$ cat src/rtl/mp_clk_div_pkg.sv
`timescale 1ns/1ps
package mp_clk_div_pkg;

  // Index of the highest set bit; zero input gives index zero.
  function automatic int unsigned msb_index(input logic [31:0] v);
    int unsigned idx;
    idx = 0;
    for (int i = 0; i < 32; i++) begin
      if (v[i]) idx = i;
    end
    return idx;
  endfunction

  // Stored field plus offset, with a zero result promoted to one.
  function automatic int unsigned eff_divider(input int unsigned field,
                                              input int unsigned offset);
    int unsigned s;
    s = field + offset;
    return (s == 0) ? 1 : s;
  endfunction

  // Terminal count of a power-of-two stage with exponent e.
  function automatic int unsigned pow2_last(input int unsigned e);
    return (32'd1 << e) - 32'd1;
  endfunction

endpackage

$ cat src/rtl/mp_div_stage.sv
`timescale 1ns/1ps
module mp_div_stage #(
  parameter int unsigned CNT_W = 4
) (
  input  logic             clk,
  input  logic             rst,
  input  logic             clr,
  input  logic             en_in,
  input  logic [CNT_W-1:0] last_val,
  output logic             en_out
);

  logic [CNT_W-1:0] cnt_q;
  logic             at_last;

  assign at_last = (cnt_q == last_val);
  assign en_out  = en_in && at_last;

  always_ff @(posedge clk) begin
    if (rst || clr) begin
      cnt_q <= '0;
    end else if (en_in) begin
      cnt_q <= at_last ? '0 : cnt_q + CNT_W'(1);
    end
  end

endmodule

$ cat src/rtl/mp_div_ctrl_reg.sv
`timescale 1ns/1ps
module mp_div_ctrl_reg
  import mp_clk_div_pkg::*;
#(
  parameter int unsigned REG_W    = 32,
  parameter int unsigned M_SHIFT  = 0,
  parameter int unsigned M_WIDTH  = 4,
  parameter int unsigned M_OFFSET = 1,
  parameter int unsigned P_SHIFT  = 16,
  parameter int unsigned P_WIDTH  = 2,
  parameter int unsigned MODE_BIT = 30,
  parameter int unsigned MEFF_W   = 5,
  parameter int unsigned PDIV_W   = 4
) (
  input  logic               clk,
  input  logic               rst,
  input  logic               wr_en,
  input  logic [REG_W-1:0]   wr_data,
  input  logic               upd_en,
  input  logic [MEFF_W-1:0]  upd_m,
  input  logic [PDIV_W-1:0]  upd_pdiv,
  output logic [REG_W-1:0]   ctrl_q,
  output logic [M_WIDTH-1:0] m_next,
  output logic [P_WIDTH-1:0] p_next,
  output logic               mode_next
);

  localparam logic [REG_W-1:0] M_ONES = REG_W'((64'd1 << M_WIDTH) - 64'd1);
  localparam logic [REG_W-1:0] P_ONES = REG_W'((64'd1 << P_WIDTH) - 64'd1);
  localparam logic [REG_W-1:0] M_MASK = M_ONES << M_SHIFT;
  localparam logic [REG_W-1:0] P_MASK = P_ONES << P_SHIFT;

  logic [REG_W-1:0]   base_word;
  logic [REG_W-1:0]   field_word;
  logic [REG_W-1:0]   ctrl_d;
  logic [M_WIDTH-1:0] m_code;
  logic [P_WIDTH-1:0] p_code;

  always_comb begin
    base_word  = wr_en ? wr_data : ctrl_q;
    m_code     = M_WIDTH'(upd_m - MEFF_W'(M_OFFSET));
    p_code     = P_WIDTH'(msb_index(32'(upd_pdiv)));
    field_word = (REG_W'(m_code) << M_SHIFT) | (REG_W'(p_code) << P_SHIFT);
    ctrl_d     = upd_en ? ((base_word & ~(M_MASK | P_MASK)) | field_word)
                        : base_word;
  end

  assign m_next    = ctrl_d[M_SHIFT +: M_WIDTH];
  assign p_next    = ctrl_d[P_SHIFT +: P_WIDTH];
  assign mode_next = ctrl_d[MODE_BIT];

  always_ff @(posedge clk) begin
    if (rst) ctrl_q <= '0;
    else     ctrl_q <= ctrl_d;
  end

endmodule

$ cat src/rtl/mp_div_cfg.sv
`timescale 1ns/1ps
module mp_div_cfg
  import mp_clk_div_pkg::*;
#(
  parameter int unsigned M_WIDTH  = 4,
  parameter int unsigned M_OFFSET = 1,
  parameter int unsigned P_WIDTH  = 2,
  parameter int unsigned MEFF_W   = 5,
  parameter int unsigned PDIV_W   = 4
) (
  input  logic               clk,
  input  logic               rst,
  input  logic               gate_on,
  input  logic               period_end,
  input  logic [M_WIDTH-1:0] m_field,
  input  logic [P_WIDTH-1:0] p_field,
  input  logic               mode_bit,
  output logic               cfg_load,
  output logic [MEFF_W-1:0]  m_last_q,
  output logic [PDIV_W-1:0]  pow_last_q,
  output logic               mode_last_q
);

  localparam logic [MEFF_W-1:0] M_LAST_RST = MEFF_W'(eff_divider(0, M_OFFSET) - 1);

  logic [MEFF_W-1:0] m_last_d;
  logic [PDIV_W-1:0] pow_last_d;

  assign cfg_load = !gate_on || period_end;

  always_comb begin
    m_last_d   = MEFF_W'(eff_divider(32'(m_field), M_OFFSET) - 1);
    pow_last_d = PDIV_W'(pow2_last(32'(p_field)));
  end

  always_ff @(posedge clk) begin
    if (rst) begin
      m_last_q    <= M_LAST_RST;
      pow_last_q  <= '0;
      mode_last_q <= 1'b0;
    end else if (cfg_load) begin
      m_last_q    <= m_last_d;
      pow_last_q  <= pow_last_d;
      mode_last_q <= mode_bit;
    end
  end

endmodule

$ cat src/rtl/mp_clk_div.sv
`timescale 1ns/1ps
module mp_clk_div #(
  parameter int unsigned REG_W       = 32,
  parameter int unsigned M_SHIFT     = 0,
  parameter int unsigned M_WIDTH     = 4,
  parameter int unsigned M_OFFSET    = 1,
  parameter int unsigned P_SHIFT     = 16,
  parameter int unsigned P_WIDTH     = 2,
  parameter int unsigned GATE_BIT    = 31,
  parameter int unsigned MODE_BIT    = 30,
  parameter bit          POST_DIV_EN = 1'b1,
  parameter int unsigned POST_DIV    = 3,
  localparam int unsigned MEFF_W     = $clog2((1 << M_WIDTH) + M_OFFSET + 1),
  localparam int unsigned PEXP_MAX   = (1 << P_WIDTH) - 1,
  localparam int unsigned PDIV_W     = PEXP_MAX + 1
) (
  input  logic              clk,
  input  logic              rst,
  input  logic              wr_en,
  input  logic [REG_W-1:0]  wr_data,
  input  logic              upd_en,
  input  logic [MEFF_W-1:0] upd_m,
  input  logic [PDIV_W-1:0] upd_pdiv,
  output logic [REG_W-1:0]  rd_data,
  output logic              tick_o
);

  localparam int unsigned POST_W = (POST_DIV > 1) ? $clog2(POST_DIV) : 1;

  logic [REG_W-1:0]   ctrl_q;
  logic [M_WIDTH-1:0] m_next;
  logic [P_WIDTH-1:0] p_next;
  logic               mode_next;
  logic               gate_on;
  logic               period_end;
  logic               cfg_load;
  logic [MEFF_W-1:0]  m_last_act;
  logic [PDIV_W-1:0]  pow_last_act;
  logic               mode_last_act;
  logic               en_pow, en_m, en_mode, en_post;

  mp_div_ctrl_reg #(
    .REG_W(REG_W), .M_SHIFT(M_SHIFT), .M_WIDTH(M_WIDTH), .M_OFFSET(M_OFFSET),
    .P_SHIFT(P_SHIFT), .P_WIDTH(P_WIDTH), .MODE_BIT(MODE_BIT),
    .MEFF_W(MEFF_W), .PDIV_W(PDIV_W)
  ) u_reg (
    .clk(clk), .rst(rst), .wr_en(wr_en), .wr_data(wr_data),
    .upd_en(upd_en), .upd_m(upd_m), .upd_pdiv(upd_pdiv),
    .ctrl_q(ctrl_q), .m_next(m_next), .p_next(p_next), .mode_next(mode_next)
  );

  assign gate_on = ctrl_q[GATE_BIT];
  assign rd_data = ctrl_q;

  mp_div_cfg #(
    .M_WIDTH(M_WIDTH), .M_OFFSET(M_OFFSET), .P_WIDTH(P_WIDTH),
    .MEFF_W(MEFF_W), .PDIV_W(PDIV_W)
  ) u_cfg (
    .clk(clk), .rst(rst), .gate_on(gate_on), .period_end(period_end),
    .m_field(m_next), .p_field(p_next), .mode_bit(mode_next),
    .cfg_load(cfg_load), .m_last_q(m_last_act), .pow_last_q(pow_last_act),
    .mode_last_q(mode_last_act)
  );

  // Cascade: power-of-two, then M, then mode, then optional post stage.
  mp_div_stage #(.CNT_W(PDIV_W)) u_pow (
    .clk(clk), .rst(rst), .clr(!gate_on), .en_in(gate_on),
    .last_val(pow_last_act), .en_out(en_pow)
  );

  mp_div_stage #(.CNT_W(MEFF_W)) u_mdiv (
    .clk(clk), .rst(rst), .clr(!gate_on), .en_in(en_pow),
    .last_val(m_last_act), .en_out(en_m)
  );

  mp_div_stage #(.CNT_W(1)) u_mode (
    .clk(clk), .rst(rst), .clr(!gate_on), .en_in(en_m),
    .last_val(mode_last_act), .en_out(en_mode)
  );

  generate
    if (POST_DIV_EN && (POST_DIV > 1)) begin : g_post
      mp_div_stage #(.CNT_W(POST_W)) u_post (
        .clk(clk), .rst(rst), .clr(!gate_on), .en_in(en_mode),
        .last_val(POST_W'(POST_DIV - 1)), .en_out(en_post)
      );
    end else begin : g_no_post
      assign en_post = en_mode;
    end
  endgenerate

  assign period_end = en_post;
  assign tick_o     = period_end;

endmodule

$ cat config.mk
export PLATFORM = sky130hd
export DESIGN_NAME = mp_clk_div
export DESIGN_NICKNAME = d
export VERILOG_FILES = /design/src/rtl/mp_clk_div_pkg.sv /design/src/rtl/mp_div_stage.sv /design/src/rtl/mp_div_ctrl_reg.sv /design/src/rtl/mp_div_cfg.sv /design/src/rtl/mp_clk_div.sv
export SDC_FILE = /design/constraint.sdc
export NUM_CORES = 1
export LEC_CHECK = 0
export ABC_AREA = 1
export BUFFER_PORTS_ARGS = -buffer_cell sky130_fd_sc_hd__buf_4
export CAP_MARGIN = 30
export CELL_PAD_IN_SITES_DETAIL_PLACEMENT = 1
export CELL_PAD_IN_SITES_GLOBAL_PLACEMENT = 1
export CORE_MARGIN = 4
export CORE_UTILIZATION = 36
export DETAILED_ROUTE_END_ITERATION = 10
export GPL_TIMING_DRIVEN = 0
export PLACE_DENSITY = 0.77
export SETUP_SLACK_MARGIN = 0.15
export SYNTH_ARGS = -nofsm -noshare
export SYNTH_HDL_FRONTEND = slang
export SYNTH_HIERARCHICAL = 1
export SYNTH_SLANG_ARGS = --single-unit
$ cat constraint.sdc
create_clock -name clk -period 2.4 [get_ports clk]
set_input_delay 0.48 -clock clk [delete_from_list [all_inputs] [get_ports clk]]
set_output_delay 0.48 -clock clk [all_outputs]
set_load 0.05 [all_outputs]
==> results.toml, run 1 <==
[run_status]
status = "finished, violations left"
violations = "setup timing"

[worst_setup_path]
cp_data_required_time_ps = 1920
crit_type = "register to output port"
crit_path_end_kind = "output port"
worst_setup_path_start_kind = "register"
cp_max_fo = 4
cp_data_arrival_time_ps = 1940

[cells_and_area]
nets = 523
drive_above_1_share_pct = 36.6
antenna_cells = 0
layout_commonest_cell = "nand2_1"
final_area_mm2 = 0.00364
n_fill_cell = 914
mostFrequentLayoutCells = "111 x nand2_1, 89 x buf_4, 47 x dfxtp_1, 35 x inv_1, 30 x nor2_1"
area_growth_pct = 39.0

[drt]
drt-total-wl_um = 7320
wl_per_cell_um = 12.9
firstDrtPassIters = 3
vias = 2634
ant_nets = 0
avgViaCountPerCell = 4.63
drt_iter0_drc = 36
drc = 0

[timing]
worstMarginPinSlew_ps = 525
skew_ps = 7.19
setup_slack_ps = -22.2
fmax_mhz = 413
rsz0062_at_grt = "true"
setup_viol = 1
post-route-period-util_pct = 101
hold_viol_final = 0
max_slew_margin_pct = 65.0
slew_violations = 0
tns_ps = -22.2
fin_crit_ps = 2420

[global_routing]
antenna_found_initial = 0
grt.overflow.total = 0
grt_pass1_wl_um = 12200
grt_max_degree = 18
grt_pass1_vias = 2710
track_usage_pct = 17.2

[die]
core_region_area_mm2 = 0.00694
fp.dieW_um = 93.3
placementRows = 30
initial_core_util_pct = 37.7
num_io_pins = 78
die_h_um = 93.3
die-area_mm2 = 0.00871

[cts]
clkLatencyLatePin_ps = 310
root_buffer = "clkbuf_8"
cts_hold_buf = 0
cts_buffers = 5
cts_tree = "yes"
htreeDepth = 2
clock_path_buffers = 2
clk_pin_slew_worst_paths_ps = 100
clock-sinks = 53

[flow_run]
drv_cap = 0

[yosys]
ys_seq_elements = 53
synthCells = 371
yosysSeqAreaShare_pct = 40.5
ys_types = 30
syn_area_mm2 = 0.00262
yosys_warnings = 6
syn_avg_cell_area_um2 = 7.06

[power_and_ir_drop]
ir_drop_v = 0.000309
p_total_uw = 1980
p_leak_uw = 0.00173
power_density_mw_per_mm2 = 544

[placement]
io_buffers = 74
gp_congestion = 0.734
dpl.hpwl_um = 5500
post_dp_cell_area_mm2 = 0.00334

[worst_hold_path]
hp-class = "primary input to register"
-- worst max-delay path, stage by stage, from the launching register on --
cell	delay, ps
dfxtp_4	370
inv_2	30
nand2_1	40
nand2_1	60
nor2_2	120
nand3_2	90
inv_2	60
buf_6	100
nand2_4	50
nor2_4	90
nand3_4	90
inv_2	70
nand2_2	40
inv_2	60
nand3_2	70
nor2_4	120
buf_6	160
-- where the power goes --
group | total, µW | internal, µW | switching [µW]
clock network | 524 | 208 | 316
registers | 955 | 925 | 29.5
logic | 502 | 190 | 311
total | 1980 | 1320 | 657
-- stage by stage --
stage | setup WS (ps) | std cells | util, % | hold slack (ps)
floorplan | 129 | 374 | - | 450
global placement | -154 | 544 | 48.0 | 448
detailed placement | -248 | 544 | 48.0 | 454
CTS | -76.3 | 562 | 50.8 | 395
global route | -200 | 569 | 52.5 | 399
finish | -22.2 | 569 | 52.5 | 411
-- synthesized netlist by cell type --
| library cell | instances | area [µm²] |
|---|---|---|
| o21bai_1 | 1 | 7.51 |
| o221ai_1 | 1 | 8.76 |
| nand2_2 | 3 | 18.8 |
| buf_6 | 3 | 33.8 |
| inv_2 | 8 | 30.0 |
| nand3_2 | 2 | 20.0 |
| nor2_4 | 2 | 22.5 |
| xnor2_1 | 3 | 26.3 |
| nor2_1 | 32 | 120 |
| o211ai_2 | 2 | 25.0 |
| inv_1 | 41 | 154 |
| nand3b_1 | 2 | 15.0 |
| buf_2 | 6 | 30.0 |
| xor2_1 | 5 | 43.8 |
| mux2i_1 | 2 | 20.0 |
| nor2_2 | 6 | 37.5 |
| conb_1 | 3 | 11.3 |
| a21oi_2 | 8 | 70.1 |
| clkbuf_1 | 2 | 7.51 |
| a21oi_1 | 28 | 140 |
| nand2_1 | 117 | 439 |
| dfxtp_1 | 53 | 1060 |
| buf_4 | 2 | 15.0 |
| o21ai_0 | 8 | 40.0 |
| nand4_1 | 5 | 31.3 |
| nand3_1 | 13 | 65.1 |
| ha_1 | 6 | 75.1 |
| nand2_4 | 2 | 22.5 |
| o21ai_1 | 2 | 10.0 |
| or2_2 | 3 | 18.8 |
-- kinds of logic after synthesis --
| family | Yosys count | share of synthesized area [%] |
|---|---|---|
| DFF | 53 | 40.5 |
| muxes | 2 | 0.764 |
| other | 3 | 0.430 |
| AOI/OAI and AO/OA | 50 | 11.5 |
| adders and majority gates | 6 | 2.87 |
| and+or+nand+nor | 187 | 30.9 |
| buffers and inverters | 62 | 10.3 |
| xor gates and xnor gates | 8 | 2.67 |
-- final timing paths --
path	startpoint	slack [ps]	end	cells past startpoint
hold / removal	wr_data[25]	410	u_reg/ctrl_q[25]$_SDFFE_PP0P_	3
setup / recovery	u_pow/cnt_q[0]$_SDFFE_PP0P_	-20	tick_o	16
hold reg to reg	u_reg/ctrl_q[10]$_SDFFE_PP0P_	470	u_reg/ctrl_q[10]$_SDFFE_PP0P_	2
setup reg to reg	u_pow/cnt_q[0]$_SDFFE_PP0P_	190	u_cfg/m_last_q[1]$_SDFFE_PP0P_	22
-- per-layer routing --
layer,vias up,GRT usage (%),wire [µm]
met5,-,0,0
met4,0,4.03,68
met3,8,8.85,752
met2,56,30.6,3730
met1,1231,18.0,2770
li1,1339,-,-
-- registers in the layout (all words and copies together), names as in the netlist --
signal	count
u_cfg/pow_last_q	3
u_mdiv/cnt_q	5
u_reg/ctrl_q	32
g_post.u_post/cnt_q	2
u_cfg/mode_last_q	1
u_mode/cnt_q	1
u_pow/cnt_q	4
u_cfg/m_last_q	5
-- repair_timing --
| item | 4_1_cts | 5_1_grt |
|---|---|---|
| pin swaps | 7 | 10 |
| buffers inserted | 10 | 6 |
| endpoints found under the setup margin | 10 | 10 |
| gates resized for setup | 13 | 21 |
| cloned | 0 | 1 |
-- cell type report --
class | instances | area, µm² | area share, %
Tap cell | 96 | 120 | 3.30
Clock inverter | 3 | 22.5 | 0.618
Multi-Input combinational cell | 259 | 1380 | 37.8
Clock buffer | 5 | 68.8 | 1.89
Sequential cell | 53 | 1080 | 29.5
Buffer | 13 | 96.3 | 2.65
Timing Repair Buffer | 91 | 694 | 19.1
Inverter | 49 | 189 | 5.19
Note: power is estimated with default switching activity, not from simulation.
==> run 2: changes to the inputs <==
--- a/config.mk
+++ b/config.mk
@@ -10,7 +10,7 @@
 export CAP_MARGIN = 30
 export CELL_PAD_IN_SITES_DETAIL_PLACEMENT = 1
 export CELL_PAD_IN_SITES_GLOBAL_PLACEMENT = 1
-export CORE_MARGIN = 4
+export CORE_MARGIN = 2
 export CORE_UTILIZATION = 36
 export DETAILED_ROUTE_END_ITERATION = 10
 export GPL_TIMING_DRIVEN = 0
==> run 2 against run 1 <==
  * The flow still finishes with violations (setup timing)
  * Global-route usage rose by 2.0 points
  * Critical path depth unchanged
  * Die area down 8.4%
  * Setup slack lost 20 ps
  * Critical path type unchanged
  * Critical endpoint unchanged
  * Largest power group unchanged
  * Highest routed layer unchanged
==> results.toml, run 2 (synthesized netlist as in run 1, its figures left out) <==
[run_status]
status = "finished, violations left"
violations = "setup timing"

[timing]
setup_viol = 1
fmax_mhz = 409
hold_viol_final = 0
rsz0062_at_grt = "true"
skew_ps = 10.6
post-route-period-util_pct = 102
setup_slack_ps = -42.2
slew_violations = 0
fin_crit_ps = 2440

[cells_and_area]
drive_above_1_share_pct = 35.4
antenna_cells = 0
reg.largest.list = "u_reg/ctrl_q (32), u_cfg/m_last_q (5), u_mdiv/cnt_q (5)"
layout_commonest_cell = "nand2_1"
finalNonFillerCells = 568
nets = 519
regMostFlops = "u_reg/ctrl_q"
area_growth_pct = 38.2
mostFrequentLayoutCells = "111 x nand2_1, 86 x buf_4, 48 x dfxtp_1, 35 x inv_1, 31 x nor2_1"
largest_register_ffs = 32

[cts]
cts_buffers = 5
clock-sinks = 53
clkLatencyLatePin_ps = 310
cts_hold_buf = 0
clock_path_buffers = 2
root_buffer = "clkbuf_8"
clk_pin_slew_worst_paths_ps = 100
cts_tree = "yes"
htreeDepth = 2

[worst_setup_path]
crit_path_end_kind = "output port"
crit_slowest_cell = "dfxtp_4"
worst_setup_path_start_kind = "register"
cp_data_arrival_time_ps = 1960
crit_cells = 16
cp_data_required_time_ps = 1920
cp_max_fo = 4
cp_top_family = "simple AND/OR/NAND/NOR gates"
worst_path_most_repeated_cell = "inv_2"
cp-endpoint = "tick_o"
critPathLaunch = "u_pow/cnt_q[0]$_SDFFE_PP0P_"
ff2ff_setup_slack_ps = 150
worst_r2r_endpoint = "u_cfg/pow_last_q[0]$_SDFFE_PP0P_"
crit_type = "register to output port"
crit_buf_inv = 6
r2r_cells = 22
slowest_delay_ps = 380
path_cells = "inv_2 > nand2_2 > nand2_1 > nor2_1 > nand3_2 > inv_2 > buf_6 > nand2_2 > nor2_2 > nand3_2 > inv_2 > nand2_2 > inv_2 > nand3_2 > nor2_4 > buf_8"
r2r_start = "u_pow/cnt_q[0]$_SDFFE_PP0P_"

[die]
fp.dieW_um = 89.3
placementRows = 31
core_region_area_mm2 = 0.00714
num_io_pins = 78
die_h_um = 89.3
initial_core_util_pct = 36.7
die-area_mm2 = 0.00798

[placement]
dpl.hpwl_um = 5420
dp_cells = 547
gp_congestion = 0.769
io_buffers = 74

[power_and_ir_drop]
power_density_mw_per_mm2 = 578
p_total_uw = 2090
p_leak_uw = 0.00171
ir_drop_v = 0.000246

[global_routing]
grt_max_degree = 18
track_usage_pct = 19.3
grt.overflow.total = 0
antenna_found_initial = 0
grt_pass1_vias = 2811
grt_pass1_wl_um = 12100

[drt]
vias = 2611
firstDrtPassIters = 4
wl_per_cell_um = 12.8
avgViaCountPerCell = 4.60
drt_iter0_drc = 65
ant_nets = 0
drc = 0
drt-total-wl_um = 7270

[flow_run]
drv_cap = 0

[worst_hold_path]
hp-class = "primary input to register"
run 2: cell count changes in the layout (fill, tap and decap cells not counted), moves of 2 or more:
cell      change
clkinv_4      -2
buf_8         +2
buf_4         -3
buf_6         -3
run 2: worst min path at each step:
stage                                     startpoint                               end  slack (ps)  depth (start not counted)
CTS                                      wr_data[25]     u_reg/ctrl_q[25]$_SDFFE_PP0P_         400                          3
global route                             wr_data[29]     u_reg/ctrl_q[29]$_SDFFE_PP0P_         420                          3
floorplan           u_cfg/pow_last_q[0]$_SDFFE_PP0P_  u_cfg/pow_last_q[0]$_SDFFE_PP0P_         450                          2
finish                                   wr_data[25]     u_reg/ctrl_q[25]$_SDFFE_PP0P_         410                          3
detailed placement     u_reg/ctrl_q[25]$_SDFFE_PP0P_     u_reg/ctrl_q[25]$_SDFFE_PP0P_         460                          2
global placement       u_reg/ctrl_q[28]$_SDFFE_PP0P_     u_reg/ctrl_q[28]$_SDFFE_PP0P_         450                          2
run 2: per-stage QoR:
stage          utilization (%)  hold slack (ps)  instance area (µm²)  setup WS, ps  TNS [ps]
2_1_floorplan                -              450                 2660           129         0
3_3_place_gp              46.8              447                 3340          -151      -215
3_5_place_dp              46.8              459                 3340          -229      -365
4_1_cts                   49.6              401                 3540         -14.9     -14.9
5_1_grt                   50.7              421                 3620          -171      -211
6_report                  50.7              413                 3620         -42.2     -42.2
run 2: repair_timing:
item | CTS | global route
cloned | 0 | 1
endpoints found under the setup margin | 9 | 10
pin swaps | 7 | 9
gates resized for setup | 10 | 18
buffers inserted | 9 | 3
run 2: cell type report:
type / count / area (µm²)
Timing Repair Buffer: 87 / 664
Sequential cell: 53 / 1070
Inverter: 49 / 186
Buffer: 13 / 100
Clock inverter: 3 / 43.8
Fill cell: 931 / 3520
Clock buffer: 5 / 68.8
Multi-Input combinational cell: 259 / 1360
Tap cell: 99 / 124
run 2: report_power, final:
part / internal (µW) / switching [µW]
sequential: 927 / 31.1
combinational: 194 / 311
clock: 313 / 316
run 2: tightest hold or removal path, stage by stage:
cell     delay, ps
buf_4          100
nand2_1         40
a21oi_1         50
run 2: per-layer routing:
layer	wire length (µm)	vias to the layer above	track usage, %
met4	86	0	4.48
met3	514	8	7.48
met2	3750	60	36.5
met5	0	-	0
li1	-	1334	-
met1	2920	1209	19.8
==> run 3: changes to the inputs <==
--- a/config.mk
+++ b/config.mk
@@ -11,10 +11,11 @@
 export CELL_PAD_IN_SITES_DETAIL_PLACEMENT = 1
 export CELL_PAD_IN_SITES_GLOBAL_PLACEMENT = 1
 export CORE_MARGIN = 2
-export CORE_UTILIZATION = 36
+export CORE_UTILIZATION = 30
 export DETAILED_ROUTE_END_ITERATION = 10
 export GPL_TIMING_DRIVEN = 0
-export PLACE_DENSITY = 0.77
+export MAX_ROUTING_LAYER = met4
+export PLACE_DENSITY = 0.65
 export SETUP_SLACK_MARGIN = 0.15
 export SYNTH_ARGS = -nofsm -noshare
 export SYNTH_HDL_FRONTEND = slang
==> run 3 against run 2 <==
  * The flow still finishes with violations (setup timing)
  * Fmax rose by 1.3%
  * Critical path depth is 5 higher
  * Global-route usage fell by 2.6 points
  * Count of clock-buffer cells in the layout stayed put
  * Die area increased by 19%
  * Clock skew about the same
  * Setup slack gained 32 ps
  * Combinational power up 1%
  * Core utilization decreased by 7.3 points
  * First-iteration DRC count fell by 51%
  * Wire length rose by 3.9%
  * Critical endpoint is now u_mdiv/cnt_q[0]$_SDFFE_PP0P_
  * Largest cell class unchanged
==> results.toml, run 3 (synthesized netlist as in run 1, its figures left out) <==
[worst_setup_path]
worst_path_most_repeated_cell = "buf_4"
worst_setup_path_start_kind = "register"
r2r_start = "u_pow/cnt_q[2]$_SDFFE_PP0P_"
worst_r2r_endpoint = "u_mdiv/cnt_q[0]$_SDFFE_PP0P_"
slowest_delay_ps = 380
path_cells = "inv_2 > nand2_1 > nand2_1 > nor2_2 > nand3_2 > inv_2 > buf_6 > nand2_4 > nor2_4 > nand3_2 > buf_4 > buf_4 > buf_4 > buf_4 > buf_4 > buf_4 > buf_4 > buf_4 > buf_4 > nand2_4 > nor2_1"
ff2ff_setup_slack_ps = -10
cp_data_required_time_ps = 2600
crit_slowest_cell = "dfxtp_2"
crit_path_end_kind = "register"
cp_max_fo = 5
cp_data_arrival_time_ps = 2610
crit_type = "register to register"
cp_top_family = "buffers and inverters"
r2r_cells = 21
crit_buf_inv = 12

[die]
die_h_um = 97.5
fp.dieW_um = 97.5
placementRows = 34
core_region_area_mm2 = 0.00859
initial_core_util_pct = 30.5
num_io_pins = 78
die-area_mm2 = 0.00950

[timing]
rsz0062_at_grt = "true"
tns_ps = -28.0
fin_crit_ps = 2410
slew_violations = 0
skew_ps = 10.3
fin_hold_ws_ps = 416
setup_slack_ps = -10.5
worstMarginPinSlew_ps = 516
hold_viol_final = 0
max_slew_margin_pct = 65.6
fmax_mhz = 415
setup_viol = 5
post-route-period-util_pct = 100

[flow_run]
drv_cap = 0

[global_routing]
grt_pass1_wl_um = 12900
track_usage_pct = 16.7
grt_max_degree = 19
antenna_found_initial = 0
grt_pass1_vias = 2844
grt.overflow.total = 0

[placement]
io_buffers = 74
dpl.hpwl_um = 5540
gp_congestion = 0.734
dp_cells = 556

[power_and_ir_drop]
p_int_uw = 1440
combPwrFrac_pct = 24.2
p_total_uw = 2120
swShare_pct = 31.9
clkPwrFrac_pct = 30.7
p_leak_uw = 0.00177
ir_drop_v = 0.000234
power_density_mw_per_mm2 = 567
pwr-share-seq_pct = 45.1
p_switching_uw = 675

[worst_hold_path]
min_path_cells = 3
hold_start = "wr_data[31]"
hp-class = "primary input to register"
min_to = "u_reg/ctrl_q[31]$_SDFFE_PP0P_"

[cells_and_area]
finalNonFillerCells = 588
largest_register_ffs = 32
mostFrequentLayoutCells = "112 x nand2_1, 97 x buf_4, 47 x dfxtp_1, 33 x inv_1, 30 x nor2_1"
drive_above_1_share_pct = 37.9
nets = 530
regMostFlops = "u_reg/ctrl_q"
reg.largest.list = "u_reg/ctrl_q (32), u_cfg/m_last_q (5), u_mdiv/cnt_q (5)"
antenna_cells = 0
n_fill_cell = 1112
layout_commonest_cell = "nand2_1"
area_growth_pct = 42.5

[drt]
firstDrtPassIters = 4
ant_nets = 0
avgViaCountPerCell = 4.47
drt-total-wl_um = 7550
drc = 0
drt_iter0_drc = 32
vias = 2629
wl_per_cell_um = 12.8

[cts]
clkLatencyLatePin_ps = 310
clk_pin_slew_worst_paths_ps = 110
cts_tree = "yes"
root_buffer = "clkbuf_8"
cts_buffers = 5
clock_path_buffers = 2
htreeDepth = 2
clock-sinks = 53
cts_hold_buf = 0

[run_status]
status = "finished, violations left"
violations = "setup timing"
## run 3: changes by cell type in the layout (fill, tap and decap cells not counted), sizes merged
cell,change
buf,+11
clkinv,-1
inv,+1
## run 3: worst max path at each step
stage,startpoint,endpoint,slack (ps),depth (start not counted)
detailed placement,wr_en,u_cfg/m_last_q[4]$_SDFFE_PP0P_,-250,20
CTS,u_cfg/pow_last_q[0]$_SDFFE_PP0P_,tick_o,20,16
floorplan,u_reg/ctrl_q[31]$_SDFFE_PP0P_,u_cfg/m_last_q[3]$_SDFFE_PP0P_,130,19
finish,u_pow/cnt_q[2]$_SDFFE_PP0P_,u_mdiv/cnt_q[0]$_SDFFE_PP0P_,-10,21
global route,u_pow/cnt_q[2]$_SDFFE_PP0P_,tick_o,-150,16
global placement,wr_en,u_cfg/m_last_q[4]$_SDFFE_PP0P_,-170,20
## run 3: repair_timing
action / in CTS / in global routing
resized for setup: 12 / 22
setup endpoints to repair: 8 / 15
cloned: 0 / 1
pin swaps: 6 / 6
buffers inserted: 17 / 6
## run 3: cell type report
type,instances,area [µm²],area share (%)
tap,108,135,3.62
clock inverter,3,47.5,1.27
sequential,53,1070,28.8
buffer,13,100,2.68
timing repair buffer,98,743,19.9
multi-input combinational,259,1380,36.9
inverter,49,186,4.99
clock buffer,5,68.8,1.84
## run 3: power by group through the flow
stage                     clock [µW]  sequential [µW]  combinational (µW)
after floorplan                    0             1080                 208
after global placement             0              976                 466
after detailed placement           0              978                 477
after CTS                        680              956                 491
after global routing             714              963                 566
final                            650              956                 512
## run 3: worst reg2reg max path: stages (launching register included)
cell     delay, ps
dfxtp_2        380
inv_2           30
nand2_1         40
nand2_1         60
nor2_2         110
nand3_2        100
inv_2           60
buf_6          100
nand2_4         40
nor2_4          70
nand3_2         80
buf_4          140
buf_4          120
buf_4          120
buf_4          120
buf_4          120
buf_4          120
buf_4          120
buf_4          120
buf_4          130
nand2_4         80
nor2_1          50
## run 3: stage by stage
step | area (µm²) | setup slack, ps | utilization [%]
2_1_floorplan | 2660 | 129 | -
3_3_place_gp | 3350 | -173 | 39.0
3_5_place_dp | 3350 | -254 | 39.0
4_1_cts | 3620 | 20.5 | 42.1
5_1_grt | 3730 | -150 | 43.4
6_report | 3730 | -10.5 | 43.4
## run 3: per-layer routing
layer,vias to the layer above,part of all wire [%],global-route usage [%]
li1,1353,-,-
met1,1217,43,19.1
met2,57,49,28.7
met3,2,7.6,6.40
met4,0,0.36,1.92
met5,-,0,-
